--- config.mk ---
export PLATFORM = sky130hd
export DESIGN_NAME = ovl_pulse_guard
export DESIGN_NICKNAME = d
export VERILOG_FILES = /design/src/rtl/ovl_pulse_guard.sv
export SDC_FILE = /design/constraint.sdc
export NUM_CORES = 1
export LEC_CHECK = 0
export CAP_MARGIN = 20
export CORE_AREA = 4 4 70 72
export DETAILED_ROUTE_END_ITERATION = 12
export DIE_AREA = 0 0 74 76
export DONT_BUFFER_PORTS = 1
export GPL_ROUTABILITY_DRIVEN = 0
export GPL_TIMING_DRIVEN = 1
export MAX_ROUTING_LAYER = met4
export SYNTH_ARGS = -nofsm -noshare
export SYNTH_HDL_FRONTEND = slang
export SYNTH_SLANG_ARGS = --single-unit
--- constraint.sdc ---
create_clock -name clk -period 6.9 [get_ports clk]
set_input_delay 1.38 -clock clk [delete_from_list [all_inputs] [get_ports clk]]
set_output_delay 1.38 -clock clk [all_outputs]
set_load 0.03 [all_outputs]
--- src/rtl/ovl_pulse_guard.sv ---
module ovl_pulse_guard #(
  parameter int OFF_TICKS   = 900000,
  parameter int ON_RATIO    = 10,
  parameter int SYNC_STAGES = 2
) (
  input  logic clk,
  input  logic rst_n,
  input  logic ovl_raw,
  input  logic temp_hot,
  input  logic temp_cool,
  input  logic pwr_en,
  input  logic static_mode,
  output logic out_en,
  output logic ovl_flag,
  output logic hot_flag
);
  localparam int ON_TICKS = (OFF_TICKS / ON_RATIO > 0) ? OFF_TICKS / ON_RATIO : 1;
  localparam int CW       = $clog2(OFF_TICKS + 1);

  typedef enum logic [1:0] {RUN, REST, PROBE} phase_t;

  logic [SYNC_STAGES-1:0] sync_q;
  logic                   ovl_s;
  phase_t                 phase_q, phase_d;
  logic [CW-1:0]          cnt_q, cnt_d;
  logic                   hit_q, hit_d;

  assign ovl_s = sync_q[SYNC_STAGES-1];

  always_ff @(posedge clk or negedge rst_n) begin
    if (!rst_n) sync_q <= '0;
    else begin
      sync_q[0] <= ovl_raw;
      for (int i = 1; i < SYNC_STAGES; i++) sync_q[i] <= sync_q[i-1];
    end
  end

  always_comb begin
    phase_d = phase_q;
    cnt_d   = cnt_q;
    hit_d   = hit_q;
    if (static_mode) begin
      phase_d = RUN;
      cnt_d   = '0;
      hit_d   = 1'b0;
    end else begin
      case (phase_q)
        RUN: if (ovl_s) begin
          phase_d = REST;
          cnt_d   = CW'(OFF_TICKS - 1);
        end
        REST: if (cnt_q == '0) begin
          phase_d = PROBE;
          cnt_d   = CW'(ON_TICKS - 1);
          hit_d   = 1'b0;
        end else cnt_d = cnt_q - CW'(1);
        PROBE: begin
          hit_d = hit_q | ovl_s;
          if (cnt_q == '0) begin
            hit_d = 1'b0;
            if (hit_q | ovl_s) begin
              phase_d = REST;
              cnt_d   = CW'(OFF_TICKS - 1);
            end else phase_d = RUN;
          end else cnt_d = cnt_q - CW'(1);
        end
        default: phase_d = RUN;
      endcase
    end
  end

  always_ff @(posedge clk or negedge rst_n) begin
    if (!rst_n) begin
      phase_q  <= RUN;
      cnt_q    <= '0;
      hit_q    <= 1'b0;
      ovl_flag <= 1'b0;
      hot_flag <= 1'b0;
    end else begin
      phase_q  <= phase_d;
      cnt_q    <= cnt_d;
      hit_q    <= hit_d;
      ovl_flag <= static_mode ? ovl_s : (phase_d != RUN);
      hot_flag <= temp_hot ? 1'b1 : (temp_cool ? 1'b0 : hot_flag);
    end
  end

  assign out_en = pwr_en & ~hot_flag & (phase_q != REST);
endmodule


### Word-level counts from Yosys, hierarchy flattened

Cells that the tools add are included.

* add/subtract/negate cells: 1
* equality and inequality tests: 6
* multiplexer cells: 19
* bitwise logic cells: 4
* reduce and logical (&&, ||, !) cells: 8

Operators with widths (number)
* $mux 20: 5
* $pmux 20 s3: 1
* $logic_not 20->1: 1
* $sub 20x1->20 const B: 1
* $mux 2: 4
* $mux 1: 7
* $ne 3x3->1 const B: 2
* $pmux 2 s3: 1
* $ne 4x4->1 const B: 1
* $reduce_bool 2->1: 2
* $reduce_bool 4->1: 1
* $reduce_and 3->1: 1
* $reduce_bool 3->1: 1
* $and 1x1->1: 2
* $eq 2x1->1 const B: 1
* $eq 2x2->1 const B: 1
* $logic_not 2->1: 1
* $ne 2x1->1 const B: 1
* $pmux 1 s2: 1
* $reduce_and 2->1: 1
* $not 1->1: 1
* $or 1x1->1: 1

* bits in registers: 27
* output and inout bits: 3
* word-level logic and storage cells: 44

### Depth between registers and ports, before layout

Gate-level depths: netlist of run 1.

* depth after elaboration: 7
* mapped depth: 9

### Least setup slack after synthesis of run 1

OpenSTA, ideal clock, no wires.

* path type: input to output
* start point: in pwr_en
* end point: out out_en
* data arrival time: 2.111 ns
* data required time: 5.520 ns
* slack: 3.409 ns
* stages on the path: 1
* path buffers: 0
* cell sequence: nor3b_1

* cells in the longest elaborated chain, start to end: 2

Ends and longest elaborated chain
* start: declaration: RTL line 11 `input logic pwr_en,`
* $and 1x1->1 (2 in a row): RTL line 88 `assign out_en = pwr_en & ~hot_flag & (phase_q != REST);`
* end: declaration: RTL line 13 `output logic out_en,`

No other way between the ends.

### Final worst setup path of run 1

Same ends and word-level chain as after synthesis.

==> results.tsv, run 1 <==
metric	value	unit
status	finished, final reports clean	
Post-Layout Inst Area	1910	um2
Antenna Cells	0	
gr usage total	16.9	%
origin of the critical flop-to-flop path	cnt_q[0]$_DFFE_PN0P_	
maximum fanout along the worst path	1	
post-synthesis sequential area ratio	36.2	%
pwr dens	306	nW/um2
Reg2Reg Setup Slack	4.10	ns
synthesis-to-layout area growth	2.28	%
Startpoint Class	input port	
via count	1541	
Synthesis Warnings	0	
fmax	0.284	GHz
complex-gate fraction of the synthesized area	30.5	%
reg2reg path depth	7	
drt initial violations	87	
clock power share	16.0	%
first-pass GRT wire length	7420	um
post-synthesis adder-cell area fraction	4.02	%
Clock Pin Slew Worst Setup and Hold Paths	0.10	ns
number of synthesized flops with an enable pin	0	
Die H	76	um
switching power	0.257	mW
Post-Synth XOR/XNOR Area	0.939	%
H-tree Lvls	1	
Post-CTS Hold Fix Bufs	0	
Area after DPL	1860	um2
Unique masters post-synth	61	
total negative slack	0	ns
crit path capture type	output pin	
placement row count	24	
post-synthesis simple-gate area fraction	21.9	%
CTS Buf Count	3	
fillers	424	
switching share of power	44.1	%
IO Count	10	
mux share of post-synthesis cell area	0.805	%
vias per cell	6.26	
GRT Residual Overflow	0	
die footprint	5620	um2
DRT Pass-1 Iters	4	
NumNets Final	208	
synthesized area	1870	um2
cts repair resizes	0	
Worst path max stage delay	0.76	ns
MaxCap Viol Count	0	
Initial Utilization	43.4	%
Comb pwr share	43.1	%
P_int	0.326	mW
dominant synthesized flop cell	dfrtp_1	
actual slew at the worst max-slew pin	0.958	ns
Setup Skew	0.00641	ns
RSZ-0062 raised after global routing	false	
Routed Antenna Nets	0	
Top delay family on crit path	simple AND/OR/NAND/NOR gates	
IO Port Bufs	0	
Yosys reg bits	27	
CP Class	input port to output pin	
Post-Syn Instances	201	
chip width	74	um
syn_nets	214	
min-delay src	sync_q[0]$_DFF_PN0_	
Seq pwr share	40.8	%
final setup violation count	0	
vias in the first global route	1580	
Clock Path Buffers	2	
routed wire length	4330	um
Max-slew headroom	36.0	%
worst hold path cell count	0	
Clock Latency Late Sink	0.28	ns
Worst Hold End	sync_q[1]$_DFF_PN0_	
min Tclk post-route	3.52	ns
Critical Path, Cell by Cell	nor3b_1	
CP required	5.52	ns
core area	4290	um2
Final Hold Vio Count	0	
post-detail-place hpwl	3140	um
root buffer cell	clkbuf_8	
Hold WC Path Type	flip-flop to flip-flop	
largest family of logic cells by synthesized area	compound AO/OA/AOI/OAI gates	
DRC viols	0	
slowest CP cell	nor3b_1	
max-slew violations	0	
CTS sink count	27	
Routed WL per cell	17.6	um
post-CTS setup buffer count	0	
Worst VDD drop	0.110	mV
Worst R2R End	cnt_q[11]$_DFFE_PN0P_	
share of flip-flops with an asynchronous set or reset after synthesis	100	%
Synth Area per Inst	9.28	um2
layout cell share with drive strength beyond 1	8.76	%
largest net degree at the start of global routing	28	
initial antenna violation count	0	
CTS tree	yes	
Pleak	0.834	nW
buffers plus inverters on the worst setup path	0	
period utilisation layout	51.0	%
worst path arrival time	2.14	ns
-- power by group through the flow --
stage	clock network [mW]	logic [mW]	registers, mW
after floorplan	0	0.232	0.222
after global routing	0.0993	0.282	0.243
final	0.0936	0.252	0.238
after detailed placement	0	0.249	0.240
after CTS	0.0954	0.251	0.237
after global placement	0	0.245	0.237
-- layer usage --
layer | track usage (%) | routed length [um] | share of wire, % | vias to the layer above
li1 | - | - | - | 750
met4 | 5.07 | 48 | 1.1 | 0
met2 | 26.1 | 2060 | 48 | 33
met3 | 2.24 | 149 | 3.4 | 5
met5 | - | 0 | 0 | -
met1 | 22.8 | 2070 | 48 | 753
-- per-stage QoR --
step	cells	total power, mW	hold slack [ns]	setup slack, ns	util, %
detailed placement	242	0.489	0.342	3.37	43.4
floorplan	201	0.454	0.331	3.41	-
CTS	246	0.584	0.364	3.37	44.4
finish	246	0.583	0.361	3.38	44.4
global placement	242	0.482	0.343	3.37	43.4
global route	246	0.624	0.379	3.34	44.4
-- synthesized netlist by cell type (all sizes together), types with 2 or more instances --
cell type | instances | area (um2)
a21boi | 3 | 22.5
a21o | 7 | 52.6
a21oi | 9 | 45.0
a221o | 2 | 20.0
a22o | 8 | 70.1
and2 | 2 | 12.5
and3 | 3 | 18.8
buf | 7 | 52.5
clkbuf | 4 | 15.0
dfrtp | 27 | 676
ha | 6 | 75.1
inv | 10 | 37.5
nand2 | 7 | 28.8
nand2b | 2 | 12.5
nand4 | 2 | 18.8
nor2 | 17 | 73.8
nor3 | 9 | 61.3
nor3b | 2 | 15.0
nor4 | 10 | 83.8
o211ai | 2 | 15.0
o21a | 3 | 22.5
o21ai | 24 | 120
o311a | 2 | 20.0
o31ai | 7 | 57.6
o41a | 2 | 22.5
o41ai | 2 | 36.3
or3 | 3 | 18.8
or4 | 2 | 18.8
-- how the worst max path moves through the flow --
stage	from	endpoint	slack, ns	depth (start not counted)
after detailed placement	pwr_en	out_en	3.37	1
after CTS	pwr_en	out_en	3.37	1
after global routing	pwr_en	out_en	3.34	1
final	pwr_en	out_en	3.38	1
after floorplan	pwr_en	out_en	3.41	1
after global placement	pwr_en	out_en	3.37	1
-- logic make-up (layout without fill, tap and decap cells) --
group / after synthesis / count (layout)
AOI/OAI and AO/OA: 79 / 79
and+or+nand+nor: 65 / 65
DFF: 27 / 27
buffers and inverters: 21 / 14
adders and majority gates: 6 / 6
xor gates and xnor gates: 2 / 2
muxes: 1 / 1
-- sequential cells by signal, indices dropped and copies added (netlist names) --
name	flops
phase_q	2
sync_q	2
ovl_flag	1
cnt_q	20
hit_q	1
hot_flag	1
-- layout make-up --
cell class	count	area (um2)	share of cell area [%]
Multi-Input combinational cell	153	1080	56.9
Tap cell	52	65.1	3.41
Sequential cell	27	676	35.4
Inverter	10	37.5	1.97
Clock buffer	4	45.0	2.36
-- layout by cell type (no fill, tap or decap), drive strengths merged, types with 3 or more instances in the layout --
cell type	count
a21o	7
clkbuf	4
a22o	8
nor2	17
o31ai	7
o21a	3
dfrtp	27
inv	10
nand2	7
nor3	9
a21boi	3
or3	3
a21oi	9
ha	6
and3	3
o21ai	24
nor4	10
Power figures use the tool's default switching activity.
==> run 2: changes to the inputs <==
--- a/config.mk
+++ b/config.mk
@@ -5,10 +5,11 @@
 export SDC_FILE = /design/constraint.sdc
 export NUM_CORES = 1
 export LEC_CHECK = 0
+export ABC_AREA = 1
 export CAP_MARGIN = 20
-export CORE_AREA = 4 4 70 72
+export CORE_AREA = 4 4 72 74
 export DETAILED_ROUTE_END_ITERATION = 12
-export DIE_AREA = 0 0 74 76
+export DIE_AREA = 0 0 76 78
 export DONT_BUFFER_PORTS = 1
 export GPL_ROUTABILITY_DRIVEN = 0
 export GPL_TIMING_DRIVEN = 1
==> constraint.sdc (replaced) <==
create_clock -name clk -period 3.58 [get_ports clk]
set_input_delay 0.716 -clock clk [delete_from_list [all_inputs] [get_ports clk]]
set_output_delay 0.716 -clock clk [all_outputs]
set_load 0.03 [all_outputs]
==> run 2 against run 1 <==
Against the previous run:
- register-to-register slack lost 2.7 ns
- total power grew 52%
- worst hold slack lost 0.25 ns
- critical endpoint unchanged
- critical path type is now flip-flop to output pin
- worst setup slack lost 2.1 ns
==> results.tsv, run 2 <==
metric	value	unit	change
Max-slew headroom	51.7	%	was 36.0%
Synthesis Warnings	0		unchanged
Routed WL per cell	12.6	um	was 17.6 um
routed wire length	4520	um	was 4330 um
MaxCap Viol Count	0		unchanged
min Tclk post-route	2.33	ns	
dominant synthesized flop cell	dfrtp_1		unchanged
DRT Pass-1 Iters	4		unchanged
Startpoint Class	flip-flop		was input port
final worst setup slack	1.25	ns	was 3.38 ns
cts repair resizes	0		unchanged
CP Class	flip-flop to output pin		was input port to output pin
crit path capture type	output pin		unchanged
Hold WC Path Type	input port to asynchronous set/reset pin		was flip-flop to flip-flop
Top delay family on crit path	simple AND/OR/NAND/NOR gates		unchanged
post-synthesis sequential area ratio	33.5	%	was 36.2%
CTS Buf Count	3		unchanged
WHS	0.113	ns	was 0.361 ns
Synth Area per Inst	6.52	um2	was 9.28 um2
Routed Antenna Nets	0		unchanged
Initial Utilization	43.8	%	was 43.4%
die footprint	5930	um2	was 5620 um2
share of flip-flops with an asynchronous set or reset after synthesis	100	%	unchanged
slowest CP cell	nor2_1		was nor3b_1
Antenna Cells	0		unchanged
IO Port Bufs	0		unchanged
most frequent cells in the layout	nand2_1 (126), inv_1 (36), nor2_1 (30)		was dfrtp_1 (27), o21ai_0 (15), nor2_1 (15)
pre-CTS WS	1.39	ns	was 3.37 ns
initial antenna violation count	0		unchanged
buffers plus inverters on the worst setup path	2		was 0
status	finished, final reports clean		unchanged
RSZ-0062 raised after global routing	false		unchanged
top post-synthesis cells by area	dfrtp_1 (34%), nand2_1 (23%), inv_1 (6.7%), nor2_1 (5.6%), nand3_1 (5.5%)		was dfrtp_1 (36%), ha_1 (4.0%), o21ai_0 (4.0%), a22o_1 (3.8%), nor2_1 (3.0%)
Critical Path, Cell by Cell	inv_1 > ha_1 > inv_1 > nand2_1 > nor2_1		was nor3b_1
syn_nets	322		was 214
maximum fanout along the worst path	6		was 1
post-detail-place hpwl	3230	um	was 3140 um
synthesized area	2020	um2	was 1870 um2
Clock Path Buffers	2		unchanged
root buffer cell	clkbuf_8		unchanged
Biggest register	cnt_q		unchanged
chip width	76	um	was 74 um
max-slew violations	0		unchanged
Post-CTS Hold Fix Bufs	0		unchanged
CP required	2.86	ns	was 5.52 ns
Clock Latency Late Sink	0.28	ns	about the same
NumNets Final	319		was 208
Post-Syn Instances	309		was 201
origin of the critical flop-to-flop path	cnt_q[0]$_DFFE_PN0P_		unchanged
most frequent cell after synthesis	nand2_1		was dfrtp_1
GRT Residual Overflow	0		unchanged
max reg flops	20		unchanged
first-pass GRT wire length	7940	um	was 7420 um
period utilisation layout	65.0	%	
Die H	78	um	was 76 um
CP startpoint	phase_q[1]$_DFF_PN0_		was pwr_en
core area	4600	um2	was 4290 um2
DRC viols	0		unchanged
vias per cell	5.02		was 6.26
total negative slack	0	ns	unchanged
number of synthesized flops with an enable pin	0		unchanged
worst path arrival time	1.61	ns	was 2.14 ns
CTS tree	yes		unchanged
drt initial violations	122		was 87
Final Hold Vio Count	0		unchanged
Clock Pin Slew Worst Setup and Hold Paths	0.10	ns	about the same
fmax	0.430	GHz	
CTS sink count	27		unchanged
Worst VDD drop	0.145	mV	was 0.110 mV
placement row count	25		was 24
gr usage total	16.5	%	was 16.9%
Setup Skew	0.00610	ns	was 0.00641 ns
actual slew at the worst max-slew pin	0.721	ns	was 0.958 ns
layout cell share with drive strength beyond 1	6.23	%	was 8.76%
Unique masters post-synth	26		was 61
Most Frequent Cell on Critical Path	inv_1		
IO Count	10		unchanged
vias in the first global route	1752		was 1580
largest net degree at the start of global routing	28		unchanged
fraction of synthesized cell area taken by the top area cell type	33.5	%	was 36.2%
top cells by count, synth	nand2_1 (126), inv_1 (36), nor2_1 (30)		was dfrtp_1 (27), nor2_1 (15), o21ai_0 (15)
top flop regs	cnt_q x20, phase_q x2, sync_q x2		unchanged
Yosys reg bits	27		unchanged
Worst path max stage delay	0.43	ns	was 0.76 ns
final setup violation count	0		unchanged
pwr dens	428	nW/um2	was 306 nW/um2
H-tree Lvls	1		unchanged
post-CTS setup buffer count	0		unchanged
Pleak	1.11	nW	was 0.834 nW
synthesis-to-layout area growth	3.04	%	was 2.28%
most common cell after layout, fill and taps aside	nand2_1		was dfrtp_1
via count	1802		was 1541
cell taking the most area after synthesis	dfrtp_1		unchanged
run 2: metal layers:
metal  track usage, %  wire (um)  up-vias
met4             5.69         82        0
met5                -          0        -
met1             22.1       2240      820
met2             25.5       2060       18
met3             2.32        133        9
li1                 -          -      955
run 2: power breakdown:
part	switching, mW	internal (mW)	leakage [nW]
Clock	0.104	0.0793	0.0217
Combinational	0.219	0.107	0.741
Sequential	0.0418	0.337	0.350
run 2: final cells by class:
cell class / count / area [um2]
Clock buffer: 3 / 41.3
Clock inverter: 1 / 7.51
Fill cell: 501 / 2520
Inverter: 37 / 139
Multi-Input combinational cell: 237 / 1150
Sequential cell: 27 / 676
Tap cell: 54 / 67.6
run 2: cells by family (layout without fill, tap and decap cells):
group,Yosys count,count (layout),share of synthesized area [%]
simple gates,202,202,43.8
compound gates,24,24,7.14
xor+xnor,5,5,2.17
buf+inv,45,41,9.62
flops,27,27,33.5
fa+ha+maj,6,6,3.72
run 2: per-stage QoR:
step / power, mW / instance area, um2 / utilization, % / std cells
2_1_floorplan: 0.653 / 2020 / - / 309
3_3_place_gp: 0.709 / 2030 / 44.1 / 355
3_5_place_dp: 0.712 / 2030 / 44.1 / 355
4_1_cts: 0.900 / 2080 / 45.2 / 359
5_1_grt: 0.972 / 2080 / 45.2 / 359
6_report: 0.889 / 2080 / 45.2 / 359
run 2: final timing paths:
kind,end,slack (ns),cells after the start
min in group clk,sync_q[1]$_DFF_PN0_,0.36,0
max,out_en,1.25,5
min,cnt_q[13]$_DFFE_PN0P_,0.11,0
min reg2reg,sync_q[1]$_DFF_PN0_,0.36,0
max in group asynchronous,cnt_q[4]$_DFFE_PN0P_,3.39,0
max reg2reg,cnt_q[18]$_DFFE_PN0P_,1.35,10
run 2: worst register-to-register path: stages (launching register included):
cell and delay (ns):
dfrtp_1 0.42, inv_1 0.11, ha_1 0.20, nand3_1 0.10, nor2_2 0.13, nand3_4 0.24, nor2_4 0.17, nand2_2 0.09
a21oi_4 0.51, nand2_1 0.12, nand2_1 0.09
